**src/rtl/uart_os_pkg.sv**
```systemverilog
package uart_os_pkg;

  localparam int unsigned SUBS_PER_BIT  = 16;
  localparam int unsigned FRAME_BITS    = 10;
  localparam int unsigned DATA_BITS     = 8;
  localparam int unsigned WIN_FIRST     = 6;
  localparam int unsigned WIN_LAST      = 11;
  localparam int unsigned START_MAX_HI  = 2;
  localparam int unsigned VOTE_W        = 3;
  localparam int unsigned SEL_W         = 3;
  localparam int unsigned SEL_CODES     = 8;
  localparam int unsigned FRAME_SUBS    = SUBS_PER_BIT * FRAME_BITS;

  typedef enum logic {
    RX_IDLE = 1'b0,
    RX_BUSY = 1'b1
  } rx_state_e;

  // Line rate for a select code; unlisted codes fall back to the slowest rate.
  function automatic int unsigned rate_for_code(input int unsigned code);
    case (code)
      1:       return 19200;
      2:       return 38400;
      3:       return 57600;
      4:       return 115200;
      default: return 9600;
    endcase
  endfunction

  // Divider terminal count: clocks per sub-sample tick minus one.
  function automatic int unsigned tc_for_code(input int unsigned clk_hz,
                                              input int unsigned code);
    int unsigned q;
    q = clk_hz / (SUBS_PER_BIT * rate_for_code(code));
    return (q == 0) ? 0 : q - 1;
  endfunction

endpackage

```
**src/rtl/uart_os_sync.sv**
```systemverilog
module uart_os_sync #(
  parameter int unsigned STAGES = 2
) (
  input  logic clk,
  input  logic rst_n,
  input  logic din,
  output logic line,
  output logic fall
);

  logic [STAGES-1:0] chain_q, chain_d;
  logic              prev_q;

  always_comb begin
    chain_d[0] = din;
    for (int i = 1; i < STAGES; i++) begin
      chain_d[i] = chain_q[i-1];
    end
  end

  always_ff @(posedge clk or negedge rst_n) begin
    if (!rst_n) begin
      chain_q <= '1;
      prev_q  <= 1'b1;
    end else begin
      chain_q <= chain_d;
      prev_q  <= chain_q[STAGES-1];
    end
  end

  assign line = chain_q[STAGES-1];
  assign fall = prev_q & ~line;

endmodule

```
**src/rtl/uart_os_tick.sv**
```systemverilog
module uart_os_tick
  import uart_os_pkg::*;
#(
  parameter int unsigned CLK_HZ = 50_000_000,
  parameter int unsigned TC_W   = 9
) (
  input  logic             clk,
  input  logic             rst_n,
  input  logic [SEL_W-1:0] sel,
  input  logic             run,
  input  logic             restart,
  output logic             tick
);

  // The slowest code (0) carries the largest terminal count.
  localparam logic [TC_W-1:0] TC_MAX = TC_W'(tc_for_code(CLK_HZ, 0));

  logic [TC_W-1:0] tc_tab [SEL_CODES];
  logic [TC_W-1:0] tc;
  logic [TC_W-1:0] div_q, div_d;

  for (genvar k = 0; k < SEL_CODES; k++) begin : g_tab
    assign tc_tab[k] = TC_W'(tc_for_code(CLK_HZ, k));
  end

  assign tc   = tc_tab[sel];
  assign tick = run && (div_q >= tc);

  always_comb begin
    div_d = div_q;
    if (restart) begin
      div_d = '0;
    end else if (run) begin
      div_d = tick ? '0 : div_q + TC_W'(1);
    end
  end

  always_ff @(posedge clk or negedge rst_n) begin
    if (!rst_n) div_q <= '0;
    else        div_q <= div_d;
  end

  assert_div_bound_R2: assert property (@(posedge clk) disable iff (!rst_n)
    div_q <= TC_MAX);

endmodule

```
**src/rtl/uart_os_votes.sv**
```systemverilog
module uart_os_votes
  import uart_os_pkg::*;
#(
  parameter int unsigned NACC  = 9,
  parameter int unsigned CNT_W = 8
) (
  input  logic              clk,
  input  logic              rst_n,
  input  logic              clear,
  input  logic              tick,
  input  logic [CNT_W-1:0]  pos,
  input  logic              din,
  output logic [NACC-2:0]   data_vals,
  output logic [VOTE_W-1:0] start_count
);

  localparam int unsigned SUB_W = $clog2(SUBS_PER_BIT);
  localparam int unsigned BIT_W = CNT_W - SUB_W;

  logic [SUB_W-1:0]  sub;
  logic [BIT_W-1:0]  bit_idx;
  logic              in_win;
  logic [VOTE_W-1:0] acc_q [NACC];
  logic [VOTE_W-1:0] acc_d [NACC];

  assign sub     = pos[SUB_W-1:0];
  assign bit_idx = pos[CNT_W-1:SUB_W];
  assign in_win  = (sub >= SUB_W'(WIN_FIRST)) && (sub <= SUB_W'(WIN_LAST));

  for (genvar g = 0; g < NACC; g++) begin : g_acc
    always_comb begin
      acc_d[g] = acc_q[g];
      if (clear) begin
        acc_d[g] = '0;
      end else if (tick && in_win && din && (bit_idx == BIT_W'(g))) begin
        acc_d[g] = acc_q[g] + VOTE_W'(1);
      end
    end

    always_ff @(posedge clk or negedge rst_n) begin
      if (!rst_n) acc_q[g] <= '0;
      else        acc_q[g] <= acc_d[g];
    end

    assert_acc_bound_R5: assert property (@(posedge clk) disable iff (!rst_n)
      acc_q[g] <= VOTE_W'(WIN_LAST - WIN_FIRST + 1));
  end

  for (genvar d = 0; d < NACC - 1; d++) begin : g_out
    assign data_vals[d] = acc_q[d+1][VOTE_W-1];
  end

  assign start_count = acc_q[0];

endmodule

```
**src/rtl/uart_os_rx.sv**
```systemverilog
module uart_os_rx
  import uart_os_pkg::*;
#(
  parameter int unsigned CLK_HZ      = 50_000_000,
  parameter int unsigned SYNC_STAGES = 2
) (
  input  logic       clk,
  input  logic       rst_n,
  input  logic [2:0] baud_sel,
  input  logic       rxd,
  output logic [7:0] rx_byte,
  output logic       rx_valid
);

  localparam int unsigned CNT_W   = $clog2(FRAME_SUBS);
  localparam int unsigned NACC    = DATA_BITS + 1;
  localparam int unsigned TC_BITS = $clog2(tc_for_code(CLK_HZ, 0) + 1);
  localparam int unsigned TC_W    = (TC_BITS < 1) ? 1 : TC_BITS;
  localparam logic [CNT_W-1:0] LAST_POS  = CNT_W'(FRAME_SUBS - 1);
  localparam logic [CNT_W-1:0] JUDGE_POS = CNT_W'(WIN_LAST + 1);

  logic                 line, fall, tick;
  logic [DATA_BITS-1:0] data_vals;
  logic [VOTE_W-1:0]    start_count;

  rx_state_e            state_q, state_d;
  logic [CNT_W-1:0]     pos_q, pos_d;
  logic [7:0]           byte_q, byte_d;
  logic                 valid_q, valid_d;
  logic                 busy, step, last_tick, abort, start;

  uart_os_sync #(.STAGES(SYNC_STAGES)) i_sync (
    .clk (clk),
    .rst_n(rst_n),
    .din (rxd),
    .line(line),
    .fall(fall)
  );

  uart_os_tick #(.CLK_HZ(CLK_HZ), .TC_W(TC_W)) i_tick (
    .clk    (clk),
    .rst_n  (rst_n),
    .sel    (baud_sel),
    .run    (busy),
    .restart(start),
    .tick   (tick)
  );

  uart_os_votes #(.NACC(NACC), .CNT_W(CNT_W)) i_votes (
    .clk        (clk),
    .rst_n      (rst_n),
    .clear      (start),
    .tick       (step),
    .pos        (pos_q),
    .din        (line),
    .data_vals  (data_vals),
    .start_count(start_count)
  );

  assign busy      = (state_q == RX_BUSY);
  assign step      = busy && tick;
  assign last_tick = step && (pos_q == LAST_POS);
  assign abort     = step && (pos_q == JUDGE_POS)
                     && (start_count > VOTE_W'(START_MAX_HI));
  assign start     = fall && (!busy || last_tick);

  always_comb begin
    state_d = state_q;
    pos_d   = pos_q;
    if (start) begin
      state_d = RX_BUSY;
      pos_d   = '0;
    end else if (last_tick || abort) begin
      state_d = RX_IDLE;
      pos_d   = '0;
    end else if (step) begin
      pos_d   = pos_q + CNT_W'(1);
    end
  end

  always_comb begin
    byte_d  = byte_q;
    valid_d = last_tick;
    if (last_tick) byte_d = data_vals;
  end

  always_ff @(posedge clk or negedge rst_n) begin
    if (!rst_n) begin
      state_q <= RX_IDLE;
      pos_q   <= '0;
      byte_q  <= '0;
      valid_q <= 1'b0;
    end else begin
      state_q <= state_d;
      pos_q   <= pos_d;
      byte_q  <= byte_d;
      valid_q <= valid_d;
    end
  end

  assign rx_byte  = byte_q;
  assign rx_valid = valid_q;

  assert_single_pulse_R3: assert property (@(posedge clk) disable iff (!rst_n)
    rx_valid |=> !rx_valid);

  assert_pos_range_R3: assert property (@(posedge clk) disable iff (!rst_n)
    pos_q < CNT_W'(FRAME_SUBS));

  assert_byte_hold_R7: assert property (@(posedge clk) disable iff (!rst_n)
    !rx_valid |-> $stable(rx_byte));

  assert_abort_point_R6: assert property (@(posedge clk) disable iff (!rst_n)
    ($fell(state_q == RX_BUSY) && !rx_valid) |-> ($past(pos_q) == JUDGE_POS));

endmodule

```
**config.mk**
```make
export PLATFORM = sky130hd
export DESIGN_NAME = uart_os_rx
export DESIGN_NICKNAME = d
export VERILOG_FILES = /design/src/rtl/uart_os_pkg.sv /design/src/rtl/uart_os_sync.sv /design/src/rtl/uart_os_tick.sv /design/src/rtl/uart_os_votes.sv /design/src/rtl/uart_os_rx.sv
export SDC_FILE = /design/constraint.sdc
export NUM_CORES = 1
export LEC_CHECK = 0
export BUFFER_PORTS_ARGS = -buffer_cell sky130_fd_sc_hd__buf_2
export CAP_MARGIN = 20
export CORE_ASPECT_RATIO = 1.2
export CORE_MARGIN = 1.5
export CORE_UTILIZATION = 45
export DETAILED_ROUTE_END_ITERATION = 6
export HOLD_SLACK_MARGIN = 0.05
export PLACE_DENSITY = 0.6
export RECOVER_POWER = 100
export SYNTH_ARGS = -nofsm -noshare
export SYNTH_HDL_FRONTEND = slang
export SYNTH_SLANG_ARGS = --single-unit
```
**constraint.sdc**
```tcl
create_clock -name clk -period 4.1 [get_ports clk]
set_clock_uncertainty 0.2 [all_clocks]
set_input_delay 0.41 -clock clk [delete_from_list [all_inputs] [get_ports clk]]
set_output_delay 0.41 -clock clk [all_outputs]
set_load 0.02 [all_outputs]
```
## Yosys cells after proc, flatten, opt, wreduce, memory -nomap -nowiden

Memory sizes are Yosys's and may differ from the RTL's.
Index checks and enable logic that the tools add are counted.

- Input port bits: 6
- ROM bits: 72
- Memories: 1
- Logic and storage cells: 108
- Flip-flop bits (word level): 57
- Output and inout bits: 9

- Mux-type cells: 28
- Add/subtract/negate cells: 11
- Reduce and logical (&&, ||, !) cells: 34
- Equality and inequality tests: 10
- Bitwise logic cells: 3
- Magnitude comparators: 5

Memory list:

| name | words | bits a word | read ports | clocked after memory_dff | write ports | line | text |
|---|---|---|---|---|---|---|---|
| (name not given) | 8 | 9 | 1 | 0 | 0 | uart_os_tick.sv:26 | `assign tc = tc_tab[sel];` |

Operators with widths:

| operator | number |
|---|---|
| 3-bit 2-to-1 mux | 18 |
| 9-bit 2-to-1 mux | 5 |
| 3-bit by 1-bit adder with 3-bit output (second input constant) | 9 |
| 8-bit 2-to-1 mux | 3 |
| 2-bit nonzero test | 11 |
| 1-bit logical AND | 18 |
| 4-bit by 3-bit equality test with 1-bit output (second input constant) | 4 |
| 9-bit by 1-bit adder with 9-bit output (second input constant) | 1 |
| 9-bit greater-or-equal comparator | 1 |
| 8-bit by 1-bit adder with 8-bit output (second input constant) | 1 |
| 4-bit by 2-bit equality test with 1-bit output (second input constant) | 2 |
| 8-bit by 4-bit equality test with 1-bit output (second input constant) | 1 |
| 8-bit equality test (second input constant) | 1 |
| 4-bit by 1-bit equality test with 1-bit output (second input constant) | 1 |
| 4-bit equality test (second input constant) | 1 |
| 4-bit by 3-bit greater-or-equal comparator with 1-bit output (second input constant) | 1 |
| 4-bit greater-or-equal comparator (second input constant) | 1 |
| 4-bit less-or-equal comparator (second input constant) | 1 |
| 4-bit zero test | 1 |
| 3-bit NOT with 4-bit output | 1 |
| 3-bit by 2-bit greater-than comparator with 1-bit output (second input constant) | 1 |
| 3-bit nonzero test | 1 |
| 1-bit logical OR | 2 |
| 1-bit 2-to-1 mux | 2 |
| 3 further kinds | 3 |

## Logic depth before layout (Yosys ltp)

Gate-level depths: netlist (run 1).

- Word-level depth: 12
- Gate-level depth with buffers: 13
- Mapped depth without buffers: 11

## By module

Synthesis (run 1) repeated with hierarchy kept, for this count alone.

- Cell total of the unflattened synthesis: 333
- Area total of the unflattened synthesis: 3513.4 um^2

By module, submodules not included:

| module | cells an instance | seq. area each (um^2) | times used | area each (um^2) |
|---|---|---|---|---|
| uart_os_votes | 143 | 675.6 | 1 | 1696.6 |
| uart_os_rx | 81 | 450.4 | 1 | 868.3 |
| uart_os_tick | 105 | 225.2 | 1 | 855.8 |
| uart_os_sync | 4 | 78.8 | 1 | 92.6 |

## Worst setup path after synthesis (run 1)

No wires, ideal clock.

- Path kind: input to register
- Start point: input port baud_sel[1]
- End point: register pos_q[2]
- Stages on the path: 13
- Data arrival time: 2321 ps
- Data required time: 3762 ps
- Path slack: 1441 ps
- Setup time: 138 ps
- Buffers on the path: 2
- Path through: inv_1 -> ha_1 -> inv_1 -> o21ai_0 -> ha_1 -> a21oi_1 -> o21ai_0 -> a22oi_1 -> buf_2 -> buf_2 -> a21boi_0 -> xnor2_1 -> nor2_1

- Word-level cells in the longest chain between the ends: 12
- Elaborated cells between the ends (all ways): 16
- Classes of those cells: 1 x order compare; 4 x mux; 1 x bitwise; 9 x reduce/logical; 1 x memory

RTL lines:

| element | line | text |
|---|---|---|
| from (decl) | uart_os_rx.sv:9 | `input logic [2:0] baud_sel,` |
| 3-bit NOT with 4-bit output (not written as such) * | uart_os_tick.sv:26 |  |
| memory read 8 x 9 bit * | n/a |  |
| 9-bit 2-to-1 mux (not written as such) * (2 in series) | uart_os_tick.sv:26 |  |
| 9-bit greater-or-equal comparator * | uart_os_tick.sv:27 | `assign tick = run && (div_q >= tc);` |
| 1-bit logical AND * | uart_os_tick.sv:27 |  |
| 1-bit logical AND * | uart_os_rx.sv:61 | `assign step = busy && tick;` |
| 1-bit logical AND | uart_os_rx.sv:63 | `assign abort = step && (pos_q == JUDGE_POS)` |
| 1-bit logical AND | uart_os_rx.sv:64 | `&& (start_count > VOTE_W'(START_MAX_HI));` |
| 1-bit logical OR | uart_os_rx.sv:73 | `end else if (last_tick \|\| abort) begin` |
| 8-bit 2-to-1 mux | uart_os_rx.sv:73 |  |
| 8-bit 2-to-1 mux | uart_os_rx.sv:70 | `if (start) begin` |
| to (signal assigned) | uart_os_rx.sv:95 | `pos_q <= pos_d;` |
| to (decl) | uart_os_rx.sv:27 | `logic [CNT_W-1:0] pos_q, pos_d;` |

Every way passes the cells marked *; elsewhere a longest branch is shown, timed or not. The select of a mux whose other input is x is not followed.
A chain may end at the register's enable or synchronous reset.

## Worst setup path after layout (run 1)

- Start point: input port baud_sel[0]
- End point: register i_votes.acc_q, in the netlist i_votes.data_vals[3]

- Word-level cells in the longest chain between the ends: 11
- Elaborated cells between the ends (all ways): 15
- Classes of those cells: 1 x order compare; 3 x mux; 1 x bitwise; 9 x reduce/logical; 1 x memory

RTL lines:

| element | line | text |
|---|---|---|
| 3-bit NOT with 4-bit output (not written as such) * | uart_os_tick.sv:26 |  |
| memory read 8 x 9 bit * | n/a |  |
| 9-bit 2-to-1 mux (not written as such) * (2 in series) | uart_os_tick.sv:26 |  |
| 9-bit greater-or-equal comparator * | uart_os_tick.sv:27 |  |
| 1-bit logical AND * | uart_os_tick.sv:27 |  |
| 1-bit logical AND * | uart_os_rx.sv:61 |  |
| 1-bit logical AND (on tied branches) | uart_os_rx.sv:62, uart_os_votes.sv:35 |  |
| 1-bit logical OR / 1-bit logical AND (equally long branches) | uart_os_rx.sv:65, uart_os_votes.sv:35 |  |
| 1-bit logical AND (on tied branches) | uart_os_rx.sv:65, uart_os_votes.sv:35 |  |
| 3-bit 2-to-1 mux / 2-bit nonzero test (equally long branches) | n/a |  |
| to (signal, indexed assignment) | uart_os_votes.sv:42 | `else acc_q[g] <= acc_d[g];` |
| to (decl) | uart_os_votes.sv:23 | `logic [VOTE_W-1:0] acc_q [NACC];` |

Marked as above.

==> metrics.cfg, run 1 <==
[synth]
syn_avg_cell_area_sq_um=10.3
netlist_area_sq_um=3240
seq_area_frac_synth=0.441
syn_inst=314
synth_seq_cells=57
syn_nets=346
yosys.cell_types.count=44
yosys_warnings=0

[clocking]
cts_resized=0
ctsRootBufferMaster=clkbuf_8
cts.clk_slew.worst_paths_ns=0.07
clkLatencyLatePin_ns=0.33
numCtsBuffers=9
cts_tree=built
cts_sinks=57
cts_htree_levels=3
ctsLongestPathBuffers=2

[routing]
met3_length_um=151
finalWirelength_um=6170
drtIter0Drc=78
dr.pass1.iters=4
met1Wirelength_um=2870
wl_met2_um=3040
post_drt_wl_per_cell_um=14.5
ant_nets=0
via_per_inst=5.39
top_layer_used=met4
drc=0
vias=2295

[sta]
max_slew_margin=-0.459
min_period_over_period=0.763
whs_ns=0.169
tightest_slew_ns=2.19
hold_viol=0
finalMaxSlewViolations=43
setup_viol=0
finalCriticalPeriod_ns=3.13
setup-tns-final_ns=0
fmax_mhz=320
rsz0062_at_grt=false

[finish]
multi_input_area_sq_um=1700
fin_cells=426
fillers=643
register_area_sq_um=1430
layout.nets=366
drive_above_1_share=0.133
num_antenna_cells=0
synthToLayoutAreaGrowth_pct=11.0

[min_path]
min_from=i_sync.chain_q[0]
min_path_cells=0
worstHoldEndpoint=i_sync.chain_q[1]
hold_path_class=reg -> reg

[floorplan]
die_h_um=96.0
start_util=0.470
rows=33
io_pins=15
core_sq_um=6900
dieWidth_um=80.5
die_area_sq_um=7730

[power_and_ir_drop]
switching_share=0.329
combPwrFrac=0.233
leakage_nw=1.65
internal_power_mw=1.10
p_sw_uw=538
seq_power_share=0.437
p_per_area_nw_per_um2=455
ir_drop_v=0.000259
p_clk_frac=0.330

[setup_path]
cp.arrival_ns=3.09
reg2reg_slack_ns=1.17
rr_worst_depth=8
critical_path_class=in -> reg
required_ns=4.06
path_cells=clkbuf_1 -> inv_1 -> ha_1 -> inv_1 -> o21ai_0 -> ha_1 -> nand2_1 -> o21ai_0 -> a211o_1 -> o2bb2ai_1 -> clkbuf_1 -> nor2_1
r2r-end=i_votes.data_vals[3]
cp_max_fo=28
crit_path_end_kind=flip-flop
r2r-start=i_tick.div_q[0]
startpoint_type=input pin
cp_slowest_cell=clkbuf_1
cpPeakStageDelay_ns=0.95

[global_routing]
grt_pass1_vias=2267
grt_use_total=0.182
grt_pass1_wl_um=10600
grt-ovfl-total=0
antenna_found_initial=0
grt_max_degree=43

[outcome]
status=finished, violations left
violations=capacitance limit, slew limit

[placement]
numPortBuffers=14
post-dp-hpwl_um=4470
gp_congestion=0.828
dp_cells=408

[job]
maxCapViolCount=1

==> power groups by stage <==
stage	clock network (mW)	registers, mW	logic (mW)
2_1_floorplan	0	0.692	0.318
3_3_place_gp	0	0.723	0.381
3_5_place_dp	0	0.725	0.386
4_1_cts	0.553	0.715	0.390
5_1_grt	0.579	0.724	0.441
6_report	0.540	0.715	0.382
==> per-layer routing <==
metal | GRT usage | up-vias
li1 | - | 1151
met1 | 0.222 | 1098
met2 | 0.311 | 34
met3 | 0.0427 | 12
met4 | 0.0718 | 0
met5 | 0 | -
==> logic make-up (layout without fill, tap and decap cells) <==
logic type	Yosys count	count (layout)	share of synthesized area
DFF	57	57	0.441
AOI/OAI and AO/OA	63	63	0.144
buffers and inverters	25	50	0.0339
adders and majority gates	26	26	0.100
muxes	18	18	0.0625
xor gates and xnor gates	21	21	0.0567
and+or+nand+nor	104	104	0.161
==> worst max-delay path: cells and delay by family <==
| family | cells | cell delay [ns] |
|---|---|---|
| AOI/OAI and AO/OA | 4 | 0.69 |
| adders and majority gates | 2 | 0.59 |
| buffers and inverters | 4 | 1.20 |
| and+or+nand+nor | 2 | 0.20 |
==> flip-flops by register name (all words and copies together), names as in the netlist <==
| register | flops |
|---|---|
| rx_byte | 8 |
| i_sync.chain_q | 2 |
| pos_q | 8 |
| i_votes.start_count | 3 |
| i_sync.prev_q | 1 |
| rx_valid | 1 |
| i_votes.acc_q | 16 |
| i_votes.data_vals | 8 |
| i_tick.div_q | 9 |
| busy | 1 |
==> worst max path at each step <==
stage | end | from | slack, ns
finish | i_votes.data_vals[3] | baud_sel[0] | 0.97
global route | i_votes.acc_q[1] | baud_sel[0] | 0.58
CTS | rx_byte[4] | baud_sel[0] | 1.23
detailed placement | rx_byte[1] | baud_sel[0] | 0.88
global placement | rx_byte[5] | baud_sel[0] | 0.92
floorplan | pos_q[2] | baud_sel[1] | 1.44
==> repair_timing <==
action / CTS / global route
hold buffers: 2 / 0
setup endpoints to repair: 0 / 0
hold endpoints to repair: 40 / 0
setup buffers: 0 / 0
==> synth_stat cells (all sizes together) <==
cell type   n  area (sq um)
a2111oi     5           100
a211o       1          8.76
a211oi      4          30.0
a21bo       3          30.0
a21boi      1          7.51
a21o        3          22.5
a21oi      24           120
a22o        4          35.0
a22oi       1          7.51
a31oi       4          25.0
and2        4          25.0
and3        3          18.8
and4bb      1          12.5
buf         8          46.3
clkbuf      3          11.3
dfrtp      54          1350
dfstp       3          78.8
ha         26           325
inv        14          52.6
mux2        8          90.1
mux2i      10           113
nand2      18          75.1
nand2b      3          18.8
nand3      12          60.1
nand3b      4          30.0
nand4       8          50.1
nor2       40           158
nor2b       4          25.0
nor3        1          10.0
o21a        1          7.51
o21ai       7          35.0
o21bai      2          15.0
o2bb2ai     1          8.76
o31ai       2          15.0
or2         1          6.26
or3         3          18.8
or4         2          15.0
xnor2      21           184
==> through the flow <==
stage | cell area (sq um) | util | worst slack, ns | total power [mW]
2_1_floorplan | 3240 | - | 1.44 | 1.01
3_3_place_gp | 3400 | 0.493 | 0.921 | 1.10
3_5_place_dp | 3400 | 0.493 | 0.878 | 1.11
4_1_cts | 3630 | 0.526 | 1.23 | 1.66
5_1_grt | 3600 | 0.522 | 0.581 | 1.75
6_report | 3600 | 0.522 | 0.973 | 1.64
==> cell type report <==
cell class                 instances  share of cell area
timing repair buffer              20              0.0275
tap                               87              0.0302
clock buffer                      12              0.0431
sequential                        57               0.397
multi-input combinational        232               0.473
inverter                          14              0.0146
clock inverter                     4              0.0143
==> cells in the final DEF, fill, tap and decap left out, types with 4 or more instances in the layout <==
cell type  netlist  layout
dfrtp_1         54      54
nand3_1         12      12
a211oi_1         4       4
nand4_1          8       8
clkbuf_1         3      14
a22o_1           4       4
nand3b_1         4       4
a21oi_1         24      24
clkbuf_8         0      11
nor2_1          39      39
inv_1           13      13
xnor2_1         21      21
nand2_1         17      17
ha_1            26      26
nor2b_1          4       4
mux2i_1          9       9
o21ai_0          7       7
mux2_2           8       8
a31oi_1          4       4
Power figures use the tool's default switching activity.
==> run 2, diff against run 1 <==
ABC_AREA = 1   (was unset)
clock period = 3 ns   (was 4.1 ns; I/O delays follow)
==> run 2 against run 1 <==
The run now ends clean. Hold slack got worse by 0.0076 ns. Worst setup slack got worse by 0.53 ns. Non-clock buffer count rose by 1. Critical path depth rose by 3. Sequential power rose by 36%. Sequential share of layout area fell by 1.3 points. Die area rose by 3.3%. Critical path type unchanged.
==> metrics.cfg, run 2 <==
[setup_path]
rr_worst_depth=10
path_cells=buf_2 -> inv_1 -> ha_1 -> nand2_1 -> o21a_1 -> ha_1 -> a21oi_1 -> nand3_1 -> nand2_1 -> nand2_1 -> nand3_1 -> nand2_1 -> nand2_4 -> nand3_1 -> nor2_1
cp.arrival_ns=2.62
r2r-start=i_tick.div_q[4]
r2r-end=pos_q[0]
critical_path_class=in -> reg
startpoint_type=input pin
endpoint=pos_q[0]
cp_max_fo=29
cp_slowest_cell=ha_1
cpPeakStageDelay_ns=0.29
startpoint=baud_sel[1]
reg2reg_slack_ns=0.55
required_ns=3.06
crit_path_end_kind=flip-flop
crit_top_cell=nand2_1

[min_path]
min_from=i_sync.chain_q[0]
hold_path_class=reg -> reg

[clocking]
cts_htree_levels=3
postCtsSetupBuffers=0
cts_sinks=57
clkLatencyLatePin_ns=0.34
ctsLongestPathBuffers=2
cts.clk_slew.worst_paths_ns=0.06
cts_tree=built
numCtsBuffers=9
ctsRootBufferMaster=clkbuf_8

[routing]
finalWirelength_um=6510
drc=0
dr.pass1.iters=4
wl_met2_um=3210
top_layer_used=met4
met1Wirelength_um=3000
ant_nets=0
met3_length_um=184
via_per_inst=4.89
drtIter0Drc=78
vias=2580
post_drt_wl_per_cell_um=12.3

[finish]
num_antenna_cells=0
postLayoutCoreUtil=0.514
largest_reg_flops=16
synthToLayoutAreaGrowth_pct=10.8
reg_top3=i_votes.acc_q x16, i_tick.div_q x9
final_cell_mix=nand2_1 (103), dfrtp_1 (54), nand3_1 (51)
final_cell_area_sq_um=3720
layout.nets=465
drive_above_1_share=0.0982
regMostFlops=i_votes.acc_q
layout_commonest_cell=nand2_1

[placement]
numPortBuffers=14
gp_congestion=0.835
post-dp-hpwl_um=4800
placed_cell_area_sq_um=3520
place_ws_ns=0.163

[global_routing]
grt-ovfl-total=0
grt_pass1_wl_um=11600
grt_use_total=0.191
antenna_found_initial=0
grt_max_degree=30
grt_pass1_vias=2612

[synth]
yosys_warnings=0
syn_avg_cell_area_sq_um=8.22
synth_area_leaders=dfrtp_1 (40%), nand2_1 (11%), ha_1 (9.7%)
synth_top_cell_by_area=dfrtp_1
synthTopCellsByCount=nand2_1 (99), dfrtp_1 (54), inv_1 (50)
seq_area_frac_synth=0.426
synthFlopType=dfrtp_1
yosys.cell_types.count=29
async_flop_share=1.00
synth_top_area_share=0.403
synth_edf_count=0
syn_nets=440
netlist_area_sq_um=3350
syn_inst=408
synth_seq_cells=57
post-synth-top-count-cell=nand2_1

[sta]
whs_ns=0.161
max_slew_margin=0.260
setup_ws_ns=0.438
finalMaxSlewViolations=0
tightest_slew_ns=1.11
rsz0062_at_grt=false
min_period_over_period=0.854
hold_viol=0
setup-tns-final_ns=0
setup_viol=0
fmax_mhz=390
finalCriticalPeriod_ns=2.56

[outcome]
status=finished, final reports clean

[job]
maxCapViolCount=0

[floorplan]
io_pins=15
die_h_um=97.6
core_sq_um=7230
rows=34
dieWidth_um=81.8
die_area_sq_um=7980
start_util=0.464

[power_and_ir_drop]
ir_drop_v=0.000279
p_per_area_nw_per_um2=635
leakage_nw=2.05

run 2: changes by cell type in the layout (fill, tap and decap cells not counted), moves of 19 or more:
| cell | previous run | this run |
|---|---|---|
| nand3_1 | 12 | 51 |
| a21oi_1 | 24 | 5 |
| nand2_1 | 17 | 103 |
| xnor2_1 | 21 | 2 |
| inv_1 | 13 | 50 |
| xor2_1 | 0 | 20 |
run 2: worst min path at each step:
stage | end | cells past startpoint | slack [ns]
floorplan | busy | 0 | -0.20
global placement | i_votes.acc_q[18] | 1 | 0.08
detailed placement | i_votes.acc_q[18] | 1 | 0.08
CTS | i_sync.chain_q[1] | 0 | 0.16
global route | i_sync.chain_q[1] | 0 | 0.17
finish | i_sync.chain_q[1] | 0 | 0.16
run 2: routing by layer:
metal  vias up  global-route usage
met5         -                   0
met4         0              0.0821
met1      1209               0.228
met3         8              0.0516
li1       1339                   -
met2        24               0.316
run 2: cells by family (layout without fill, tap and decap cells):
logic type,after synthesis,in the layout,share of synthesized area
compound gates,20,20,0.0354
xor+xnor,22,22,0.0574
fa+ha+maj,26,26,0.0970
buf+inv,66,96,0.0858
flops,57,57,0.426
simple gates,217,217,0.298
run 2: area by class of cell:
| cell class | count | area [sq um] |
|---|---|---|
| Fill cell | 707 | 3510 |
| Multi-Input combinational cell | 285 | 1600 |
| Sequential cell | 57 | 1430 |
| Inverter | 59 | 221 |
| Clock buffer | 12 | 155 |
| Timing Repair Buffer | 21 | 120 |
| Tap cell | 90 | 113 |
| Clock inverter | 4 | 73.8 |
run 2: through the flow:
step	power, mW	instances
floorplan	1.41	408
global placement	1.55	510
detailed placement	1.57	510
CTS	2.42	528
global route	2.53	528
finish	2.36	528
run 2: power breakdown:
group / total, mW / switching (mW) / internal (mW) / leakage, nW
registers: 0.969 / 0.109 / 0.861 / 0.768
logic: 0.560 / 0.338 / 0.222 / 1.16
clock network: 0.832 / 0.318 / 0.515 / 0.117
run 2: worst max-delay path, delay by kind of cell:
family          cells  cell delay [ns]
simple gates        9             1.35
fa+ha+maj           2             0.47
compound gates      2             0.29
buf+inv             2             0.20
run 2: timing repair:
action | 4_1_cts | 5_1_grt
gates resized for setup | 0 | 0
hold buffers | 2 | 0
endpoints found under the hold margin | 19 | 0
==> run 3, diff against run 2 <==
CORE_MARGIN = 5   (was 1.5)
==> run 3 against run 2 <==
Sequential share of layout area is 0.49 points higher. Die area is 16% higher. Clock-buffer cell count is the same. Sequential power barely moved. Combinational power shrank 3%. Hold slack improved by 0.0023 ns. Sequential cell count is the same. Global-route usage decreased by 3.6 points. Critical path depth up 3. Via count shrank 1.7%. First-iteration DRC count up 13%. Clock power shrank 12%. Largest cell class unchanged.
==> metrics.cfg, run 3 (synthesis results as in run 2) <==
[setup_path]
required_ns=3.06
rr_worst_depth=13
cp_max_fo=25
r2r-start=i_tick.div_q[4]
critical_path_class=in -> reg
path_cells=buf_2 -> inv_1 -> ha_1 -> nand2_1 -> o21a_1 -> ha_1 -> nand2_1 -> inv_1 -> nand2_1 -> nand3_1 -> nand2_2 -> nand2_1 -> nand3_1 -> nand2_1 -> nand2_4 -> clkbuf_2 -> o21ai_0 -> nor2_1
r2r-end=i_votes.acc_q[19]
crit_path_end_kind=flip-flop
cp.arrival_ns=2.59
startpoint_type=input pin
cp_slowest_cell=ha_1
crit_top_cell=nand2_1
cpPeakStageDelay_ns=0.29
reg2reg_slack_ns=0.57

[finish]
postLayoutCoreUtil=0.505
layout.nets=466
fillers=721
regMostFlops=i_votes.acc_q
synthToLayoutAreaGrowth_pct=9.44
reg_top3=i_votes.acc_q x16, i_tick.div_q x9
drive_above_1_share=0.0979
layout_commonest_cell=nand2_1
num_antenna_cells=0
largest_reg_flops=16
final_cell_mix=nand2_1 (102), dfrtp_1 (54), nand3_1 (51)

[floorplan]
die_h_um=105
die_area_sq_um=9290
rows=34
core_sq_um=7270
dieWidth_um=88.8
start_util=0.461
io_pins=15

[sta]
fmax_mhz=394
rsz0062_at_grt=false
setup_viol=0
whs_ns=0.163
setup-tns-final_ns=0
max_slew_margin=0.390
finalMaxSlewViolations=0
tightest_slew_ns=0.914
min_period_over_period=0.846
hold_viol=0
finalCriticalPeriod_ns=2.54

[power_and_ir_drop]
p_per_area_nw_per_um2=611
leakage_nw=2.03
ir_drop_v=0.000306

[global_routing]
gr-usage-met3=0.0386
grt_pass1_vias=2559
grt.met2_usage=0.262
grt_pass1_wl_um=11400
busiest_layer=met2
grtUsageMet1=0.192
grt-ovfl-total=0
grt_max_degree=27
grt_use_total=0.156
antenna_found_initial=0

[clocking]
cts_htree_levels=3
cts.clk_slew.worst_paths_ns=0.06
numCtsBuffers=9
ctsRootBufferMaster=clkbuf_8
cts_tree=built
cts_resized=0
postCtsSetupBuffers=0
ctsLongestPathBuffers=2
clkLatencyLatePin_ns=0.32
cts_sinks=57

[min_path]
min_path_cells=0
min_from=i_sync.chain_q[0]
hold_path_class=reg -> reg
worstHoldEndpoint=i_sync.chain_q[1]

[routing]
finalWirelength_um=6290
vias=2537
dr.pass1.iters=4
drtIter0Drc=88
post_drt_wl_per_cell_um=11.9
via_per_inst=4.80
ant_nets=0
drc=0

[outcome]
status=finished, final reports clean

[placement]
numPortBuffers=14
post-dp-hpwl_um=4730
gp_congestion=0.754

[job]
maxCapViolCount=0

==> run 3: final cells by class <==
cell class | count | area, sq um | share of cell area
multi-input cells | 285 | 1590 | 0.432
flip-flops and latches | 57 | 1430 | 0.390
inverters | 59 | 221 | 0.0603
clock buffers | 12 | 155 | 0.0423
repair buffers | 22 | 114 | 0.0310
well taps | 90 | 113 | 0.0307
clock inverters | 4 | 51.3 | 0.0140
==> run 3: where the power goes <==
group	switching (mW)	internal [mW]
clock network	0.303	0.429
logic	0.326	0.218
registers	0.105	0.861
total	0.733	1.51
==> run 3: worst max-delay path by stage <==
| stage | start | to | cells after the start |
|---|---|---|---|
| floorplan | baud_sel[1] | i_tick.div_q[5] | 17 |
| global placement | baud_sel[1] | rx_byte[7] | 17 |
| detailed placement | baud_sel[1] | i_votes.acc_q[15] | 18 |
| CTS | baud_sel[1] | i_votes.acc_q[9] | 18 |
| global route | baud_sel[1] | i_votes.acc_q[4] | 17 |
| finish | baud_sel[1] | i_votes.acc_q[19] | 18 |
==> run 3: stage by stage <==
stage / std cells / setup WS, ns / area (sq um) / power, mW
detailed placement: 511 / 0.172 / 3520 / 1.56
global placement: 511 / 0.245 / 3520 / 1.54
finish: 529 / 0.463 / 3670 / 2.24
CTS: 529 / 0.532 / 3740 / 2.31
global route: 529 / 0.167 / 3670 / 2.41
floorplan: 408 / 0.725 / 3350 / 1.41
==> run 3: timing repair <==
item | CTS | global route
endpoints found under the hold margin | 16 | 0
hold buffers | 2 | 0
setup endpoints to repair | 0 | 0
==> run 3: worst max-delay path: cells and delay by family <==
| kind | cells | cell delay, ns |
|---|---|---|
| compound gates | 2 | 0.25 |
| simple gates | 10 | 1.04 |
| buf+inv | 4 | 0.53 |
| fa+ha+maj | 2 | 0.47 |
==> run 3: layer usage <==
layer	up-vias	share of wire
li1	1332	-
met1	1184	0.46
met3	8	0.024
met5	-	0
met4	0	0.014
met2	13	0.50
